$ cat src/rtl/pci_irq_router_pkg.sv
package pci_irq_router_pkg;
  typedef logic [7:0] cfg_byte_t;

  localparam int        OFF_BIT          = 7;
  localparam cfg_byte_t PCI_RST_VAL      = 8'h80;
  localparam cfg_byte_t MB_RST_VAL       = 8'hC0;
  localparam cfg_byte_t PCI_RD_MASK      = 8'h8F;
  localparam cfg_byte_t MB_RD_MASK_EARLY = 8'hCF;
  localparam cfg_byte_t MB_RD_MASK_LATE  = 8'hEF;
endpackage

$ cat src/rtl/irq_rst_sync.sv
module irq_rst_sync #(
  parameter int STAGES = 2
) (
  input  logic clk,
  input  logic rst_ni,
  output logic rst_sync_no
);
  logic [STAGES-1:0] sr_q;
  logic [STAGES-1:0] sr_d;

  always_comb begin
    sr_d = {sr_q[STAGES-2:0], 1'b1};
  end

  always_ff @(posedge clk or negedge rst_ni) begin
    if (!rst_ni) sr_q <= '0;
    else         sr_q <= sr_d;
  end

  assign rst_sync_no = sr_q[STAGES-1];
endmodule

$ cat src/rtl/irq_route_reg.sv
module irq_route_reg
  import pci_irq_router_pkg::*;
#(
  parameter cfg_byte_t RESET_VAL = 8'h80
) (
  input  logic      clk,
  input  logic      rst_n,
  input  logic      wr_en,
  input  cfg_byte_t wr_data,
  output cfg_byte_t route_q
);
  cfg_byte_t route_d;

  always_comb begin
    route_d = route_q;
    if (wr_en) route_d = wr_data;
  end

  always_ff @(posedge clk or negedge rst_n) begin
    if (!rst_n) route_q <= RESET_VAL;
    else        route_q <= route_d;
  end
endmodule

$ cat src/rtl/irq_route_decode.sv
module irq_route_decode #(
  parameter int                   IRQ_LINES     = 16,
  parameter logic [IRQ_LINES-1:0] RESERVED_MASK = 16'h2107,
  localparam int                  SEL_W         = $clog2(IRQ_LINES)
) (
  input  logic                 route_off,
  input  logic [SEL_W-1:0]     route_sel,
  input  logic                 level,
  output logic [IRQ_LINES-1:0] hit
);
  always_comb begin
    hit = '0;
    if (!route_off && level && !RESERVED_MASK[route_sel]) hit[route_sel] = 1'b1;
  end
endmodule

$ cat src/rtl/pci_irq_router.sv
module pci_irq_router
  import pci_irq_router_pkg::*;
#(
  parameter int                   NUM_PCI       = 4,
  parameter int                   NUM_MIRQ      = 2,
  parameter int                   IRQ_LINES     = 16,
  parameter logic [7:0]           PCI_BASE      = 8'h60,
  parameter logic [7:0]           MB_BASE       = 8'h70,
  parameter logic [IRQ_LINES-1:0] RESERVED_MASK = 16'h2107
) (
  input  logic                 clk,
  input  logic                 rst_n,
  input  logic                 cfg_we,
  input  logic [7:0]           cfg_addr,
  input  logic [7:0]           cfg_wdata,
  output logic [7:0]           cfg_rdata,
  input  logic [NUM_PCI-1:0]   pci_int,
  input  logic [1:0]           mb_irq,
  output logic [IRQ_LINES-1:0] irq_out
);
  localparam int NSRC  = NUM_PCI + NUM_MIRQ;
  localparam int SEL_W = $clog2(IRQ_LINES);

  logic                           rst_core_n;
  logic [NSRC-1:0]                src_lvl;
  cfg_byte_t [NSRC-1:0]           route_q;
  cfg_byte_t [NSRC-1:0]           rd_part;
  logic [NSRC-1:0][IRQ_LINES-1:0] hit;

  irq_rst_sync #(.STAGES(2)) u_rst_sync (
    .clk         (clk),
    .rst_ni      (rst_n),
    .rst_sync_no (rst_core_n)
  );

  for (genvar i = 0; i < NSRC; i++) begin : g_src
    localparam bit        IS_PCI = (i < NUM_PCI);
    localparam cfg_byte_t ADDR   = IS_PCI ? 8'(int'(PCI_BASE) + i)
                                          : 8'(int'(MB_BASE) + i - NUM_PCI);
    localparam cfg_byte_t RST    = IS_PCI ? PCI_RST_VAL : MB_RST_VAL;
    localparam cfg_byte_t RDM    = IS_PCI ? PCI_RD_MASK :
                                   ((i == NUM_PCI) && (NUM_MIRQ == 1)) ? MB_RD_MASK_LATE
                                                                       : MB_RD_MASK_EARLY;
    logic hit_addr;
    assign hit_addr = (cfg_addr == ADDR);

    if (IS_PCI) begin : g_pci
      assign src_lvl[i] = pci_int[i];
    end else begin : g_mb
      assign src_lvl[i] = mb_irq[i-NUM_PCI];
    end

    irq_route_reg #(.RESET_VAL(RST)) u_reg (
      .clk     (clk),
      .rst_n   (rst_core_n),
      .wr_en   (cfg_we && hit_addr),
      .wr_data (cfg_wdata),
      .route_q (route_q[i])
    );

    irq_route_decode #(
      .IRQ_LINES     (IRQ_LINES),
      .RESERVED_MASK (RESERVED_MASK)
    ) u_dec (
      .route_off (route_q[i][OFF_BIT]),
      .route_sel (route_q[i][SEL_W-1:0]),
      .level     (src_lvl[i]),
      .hit       (hit[i])
    );

    assign rd_part[i] = hit_addr ? (route_q[i] & RDM) : 8'h00;
  end

  always_comb begin
    irq_out   = '0;
    cfg_rdata = 8'h00;
    for (int i = 0; i < NSRC; i++) begin
      irq_out   = irq_out | hit[i];
      cfg_rdata = cfg_rdata | rd_part[i];
    end
  end
endmodule

$ cat config.mk
export PLATFORM = sky130hd
export DESIGN_NAME = pci_irq_router
export DESIGN_NICKNAME = d
export VERILOG_FILES = /design/src/rtl/pci_irq_router_pkg.sv /design/src/rtl/irq_rst_sync.sv /design/src/rtl/irq_route_reg.sv /design/src/rtl/irq_route_decode.sv /design/src/rtl/pci_irq_router.sv
export SDC_FILE = /design/constraint.sdc
export NUM_CORES = 1
export LEC_CHECK = 0
export ABC_AREA = 1
export CORE_UTILIZATION = 58
export CTS_CLUSTER_DIAMETER = 200
export CTS_CLUSTER_SIZE = 25
export DETAILED_ROUTE_END_ITERATION = 12
export PLACE_DENSITY = 0.95
export SLEW_MARGIN = 20
export SYNTH_ARGS = -nofsm -noshare
export SYNTH_HDL_FRONTEND = slang
export SYNTH_SLANG_ARGS = --single-unit
$ cat constraint.sdc
create_clock -name clk -period 2.5 [get_ports clk]
set_input_delay 0.25 -clock clk [delete_from_list [all_inputs] [get_ports clk]]
set_output_delay 0.25 -clock clk [all_outputs]
set_load 0.005 [all_outputs]
After elaboration in Yosys (flattened, before gate mapping)
Memory sizes are Yosys's and may differ from the RTL's.
Cells that the tools add are included.
W data, S select, Z words.
{ "classes": {"n_lt_le_gt_ge": 12, "eq_ne": 6, "mux": 30, "bitwise_logic": 10, "n_reduce_logical": 36} }
{ "ops": {"columns": ["cell", "count"], "rows": [
  ["$mux W16", 6],
  ["$or A16 B16 Y16", 5],
  ["$eq A8 B7 Y1 const B", 6],
  ["$mux W8", 6],
  ["$or A8 B8 Y8", 5],
  ["$lt A4 B5 Y1 const B", 6],
  ["$demux W1 S4", 6],
  ["$ge A4 B1 Y1 const B", 6],
  ["$logic_and A1 B1 Y1", 24],
  ["$logic_not A1 Y1", 12],
  ["$mux W1", 12]
]} }
{ "word_totals": {"ff_bits": 50, "rom_bits": 96, "in_bits": 25, "elab_cells": 107, "n_memories": 6} }
{ "mem_list": {"columns": ["name", "words", "word_bits", "rd", "rd_clocked_by_memory_dff", "write_ports", "line", "text"], "rows": [
  ["(name not given)", 16, 1, 1, 0, 0, "irq_route_decode.sv:13", "if (!route_off && level && !RESERVED_MASK[route_sel]) hit[route_sel] = 1'b1;"],
  ["(name not given)", 16, 1, 1, 0, 0, "irq_route_decode.sv:13", null],
  ["(name not given)", 16, 1, 1, 0, 0, "irq_route_decode.sv:13", null],
  ["(name not given)", 16, 1, 1, 0, 0, "irq_route_decode.sv:13", null],
  ["(name not given)", 16, 1, 1, 0, 0, "irq_route_decode.sv:13", null],
  ["(name not given)", 16, 1, 1, 0, 0, "irq_route_decode.sv:13", null]
]} }

Longest topological paths before layout
{ "depth": {"ltp_word": 10, "mapped_depth": 9} }

Cells and area by module
A second synthesis with hierarchy kept.
{ "unflattened": {"cells_unflattened": 668, "hier_area_um2": 4436.8} }
{ "by_module_without_submodules": {"columns": ["module", "n_inst", "cells_each", "area_each_um2", "seq_area_each_um2"], "rows": [
  ["irq_route_decode (g_src[0].u_dec ...)", 5, 52, 287.8, 0.0],
  ["irq_route_reg (g_src[0].u_reg ...)", 4, 34, 306.5, 201.4],
  ["pci_irq_router", 1, 152, 804.5, 0.0],
  ["irq_route_reg (g_src[4].u_reg ...)", 2, 34, 307.8, 202.7],
  ["irq_route_decode (g_src[5].u_dec)", 1, 49, 297.8, 0.0],
  ["irq_rst_sync", 1, 3, 53.8, 50.0]
]} }

Worst setup path before layout
No wires, ideal clock.
{ "synth_path": {"path_kind": "reg-to-output", "start": "register g_src[3].u_reg.route_q[3]", "end": "output port irq_out[5]", "arrival_time_ps": 1161, "t_required_ps": 2250, "setup_slack_ps": 1089, "stages_incl_launch_ff": 9, "cell_sequence": "dfrtp_1 -> inv_1 -> nor2_1 -> nand2_1 -> nand3_1 -> nand2_2 -> o21ai_0 -> inv_1 -> nand2_1"} }
{ "synth_via": {"elab_chain_len": 8, "elab_cells_between_ends": 13} }
{ "synth_lines": {"columns": ["item", "line", "text"], "rows": [
  ["start: declaration", "irq_route_reg.sv:10", "output cfg_byte_t route_q"],
  ["start signal: assignment", "irq_route_reg.sv:21", "else route_q <= route_d;"],
  ["$lt A4 B5 Y1 (implied by the code), or another cell as far along", "irq_route_decode.sv:13", null],
  ["$logic_and A1 B1 Y1 (implied by the code) / $mux W1 (equally long branches)", "irq_route_decode.sv:13", null],
  ["$mux W1 (implied by the code) / $logic_not A1 Y1 (equally long branches)", "irq_route_decode.sv:13", null],
  ["$demux W1 S4 / $logic_and A1 B1 Y1 (equally long branches)", null, null],
  ["$mux W16 *", "irq_route_decode.sv:13", null],
  ["$or A16 B16 Y16 * (3 in a row)", "pci_irq_router.sv:78", "irq_out = irq_out | hit[i];"],
  ["end: declaration", "pci_irq_router.sv:19", "output logic [IRQ_LINES-1:0] irq_out"]
]} }
Mark *: on every way between the ends. The rest lies on a longest branch, timed or not. The select of a mux whose other input is x is not followed.

Final worst setup path
{ "layout_path": {"start": "register g_src[0].u_reg.route_q[1]", "end": "output port irq_out[11]"} }
{ "layout_via": {"elab_chain_len": 10, "elab_cells_between_ends": 15} }
{ "layout_lines": {"columns": ["item", "line"], "rows": [
  ["start: declaration", "irq_route_reg.sv:10"],
  ["start signal: assignment", "irq_route_reg.sv:21"],
  ["$lt A4 B5 Y1 (implied by the code), or another cell as far along", "irq_route_decode.sv:13"],
  ["$logic_and A1 B1 Y1 (implied by the code) / $mux W1 (equally long branches)", "irq_route_decode.sv:13"],
  ["$mux W1 (implied by the code) / $logic_not A1 Y1 (equally long branches)", "irq_route_decode.sv:13"],
  ["$demux W1 S4 / $logic_and A1 B1 Y1 (equally long branches)", null],
  ["$mux W16 *", "irq_route_decode.sv:13"],
  ["$or A16 B16 Y16 * (5 in a row)", "pci_irq_router.sv:78"]
]} }
Marks and branches as above.

==> results.md <==
- Critical path endpoint category: output pin
- Iter 0 DRT Violations: between 300 and 400
- Ant diodes: 0
- Final Instance Count excl. Fillers: 618
- Seq cells post-synth: 34
- Max incr delay on CP: around 0.50 ns
- RSZ-0062 raised after global routing: no
- CTS Buffer Depth: 2
- GRT overflow: 0
- Setup ws final: 0.1026 ns
- ANT nets after route: 0
- Crit path required time: 2.25 ns
- Vias post-DR: 3416
- R2r endpoint: g_src[5].u_reg.route_q[7]
- Fillers: 374
- Worst reg2reg path depth: 2
- Type of origin of the critical path: flip-flop
- Clock power share: 0.301
- CP max FO: 6
- Worst Skew: 0.004269 ns
- Final Max Tran Viols: 0
- Status: complete, no violations
- First-pass GRT wire length: 12.60 mm
- Relative slew slack: 0.6364
- Effective utilization at floorplan: 0.6048
- Number of distinct library cells after synthesis: 24
- Clock Latency Late Sink: ~0.28 ns
- Fin area: roughly 3500 sq um
- Root buffer cell: clkbuf_8
- Fin. Hold Viols: 0
- WHS: 0.1257 ns
- Final nets: ~580
- Fin crit period: roughly 2.4 ns
- CP arrival: about 2.2 ns
- Post-DP HPWL: between 6 and 7 mm
- Drt total wl: between 7 and 8 mm
- Die height: ~72 um
- Vias/cell: approximately 5.5
- Drt wl/cell: ~13 um
- Cts bufs inserted: 5
- Psw: about 440 uW
- Post-Syn Area: around 2900 sq um
- Antenna violations before repair: 0
- Final setup violation count: 0
- Period utilization: 0.9590
- Worst vdd ir: between 0.4 and 0.5 mV
- Vias in the first global route: between 2000 and 3000
- Slew @ Worst Pin: roughly 0.55 ns
- Slowest cell on the critical path: clkdlybuf4s50_1
- R2R Setup Slk: ~1.6 ns
- Share of cells above drive strength 1: 0.09256
- Die width: between 70 and 80 um
- Avg Synthesized Cell Area: roughly 5.7 sq um
- Power per cell area: 390.4 nW/um^2
- Port bufs: 39
- Placement Setup Slack: 0.1225 ns
- Cell repeated most along the worst path: nand2_1
- Total GRT Usage: 0.3096
- Core ar.: about 4700 sq um
- Worst-path clk slew: 0.06 ns
- Register area share after synthesis: 0.3014
- GPL Wtd Cong: between 0.9 and 1
- Storage element area: about 860 sq um
- Ys Warns: 0
- Layout area overhead: 22.16%
- Syn Inst Count: 500
- Placed insts: 608
- Hold WC Path Type: in -> async
- CTS tree: built
- Clk sink count: 34
- Largest net degree at the start of global routing: 27
- RR Startpoint: g_src[5].u_reg.route_q[7]
- Setup TNS: 0 ns
- Placed instance area: around 3300 sq um
- Post-CTS Hold Buffers: 0
- Max Freq: 417.1 MHz
- Pleak: around 0.0018 uW
- Switch share: 0.3197
- Comb power frac: 0.228
- Crit Path Category: reg -> out
- Die area: 5210 sq um
- H-tree Lvls: 2
- Max-cap violation count: 0
- Footprint of the multi-input gates: between 1500 and 2000 sq um
- Internal power: slightly above 900 uW
- Cell Rows: 25
- Num ports: slightly below 50
- Drt first pass iters: 5
- CP Cell Sequence: inv_1, nand2_1, nand2_1, nand3_2, nand2_1, o21ai_0, inv_1, nand2_1, clkdlybuf4s50_1
- Seq pwr share: 0.472
- DRC: 0
==> sequential cells by signal, summed over array words and instances, names as in the netlist <==
signal	cells
g_src.u_reg.route_q	32
u_rst_sync.sr_q	2
==> synth_stat cells <==
cell type	number	area share
nand2_1	145	0.19
nor3_4	1	0.0057
a21oi_1	2	0.0035
nand3_2	1	0.0035
nor3_1	7	0.012
inv_1	70	0.092
buf_2	1	0.0018
or2_2	1	0.0022
buf_4	9	0.024
dfstp_2	8	0.074
nand3_1	55	0.096
inv_2	1	0.0013
nand2_2	3	0.0066
nand3b_1	1	0.0026
o22ai_1	2	0.0044
o21ai_1	1	0.0018
nor2_1	106	0.14
clkbuf_1	1	0.0013
nor3_2	2	0.0070
nand4_1	5	0.011
o21ai_0	46	0.081
dfrtp_1	26	0.23
nor2_2	4	0.0088
conb_1	2	0.0026
==> through the flow <==
step,util,total power [uW]
2_1_floorplan,-,829.0
3_3_place_gp,0.7049,922.5
3_5_place_dp,0.7049,935.8
4_1_cts,0.7242,1341
5_1_grt,0.7388,1430
6_report,0.7388,1362
==> power groups by stage <==
stage | combinational, uW | sequential (uW) | clock, uW
after floorplan | 191 | 638 | 0
after global placement | 276 | 647 | 0
after detailed placement | 287 | 649 | 0
after CTS | 289 | 640 | 412
after global routing | 345 | 649 | 436
final | 310 | 643 | 410
==> metal layers <==
layer	up-vias	part of all wire	GRT usage
met5	-	0	0
met4	0	0.039	0.1351
met3	33	0.084	0.04167
met2	173	0.47	0.5223
met1	1553	0.41	0.3980
li1	1657	-	-
==> final cells by class <==
cell class	count	area share
clock buffer	7	0.02474
multi-input combinational	390	0.4948
tap	67	0.02402
sequential	34	0.2474
clock inverter	1	0.001434
inverter	71	0.07637
timing repair buffer	48	0.1312
==> repair_timing <==
item / 4_1_cts / 5_1_grt
setup buffers: 0 / 2
setup endpoints to repair: 0 / 15
resized for setup: 0 / 18
endpoints found under the hold margin: 0 / 0
==> critical path, delay by kind of cell (launching register included) <==
family / cells / cell delay, ns
flip-flops: 1 / 0.47
buffers and inverters: 3 / 0.66
AO/OA/AOI/OAI: 1 / 0.19
AND/OR/NAND/NOR: 5 / 0.55
==> logic make-up after synthesis <==
| logic type | count (synthesis) | synth area share |
|---|---|---|
| AND/OR/NAND/NOR | 331 | 0.4858 |
| buffers and inverters | 82 | 0.1200 |
| AO/OA/AOI/OAI | 51 | 0.09023 |
| flip-flops | 34 | 0.3014 |
| other | 2 | 0.002629 |
==> layout by cell type (no fill, tap or decap), drive strengths merged <==
master / count
dfrtp: 26
a21oi: 2
o21ai: 47
nand3: 56
inv: 71
nor3: 10
clkinv: 1
dfstp: 8
nand2: 148
conb: 8
clkbuf: 7
or2: 1
nor2: 110
buf: 9
nand4: 5
clkdlybuf4s50: 39
nand3b: 1
o22ai: 2
==> worst max-delay path by stage <==
stage	depth (start not counted)	slack (ns)	endpoint	start
after global placement	8	0.17	cfg_rdata[0]	cfg_addr[5]
after global routing	9	0.004	irq_out[11]	g_src[0].u_reg.route_q[0]
after floorplan	8	1.09	irq_out[5]	g_src[3].u_reg.route_q[3]
after detailed placement	8	0.12	cfg_rdata[2]	cfg_addr[0]
final	9	0.10	irq_out[11]	g_src[0].u_reg.route_q[1]
after CTS	9	0.05	irq_out[4]	g_src[3].u_reg.route_q[3]
Power figures use the tool's default switching activity.
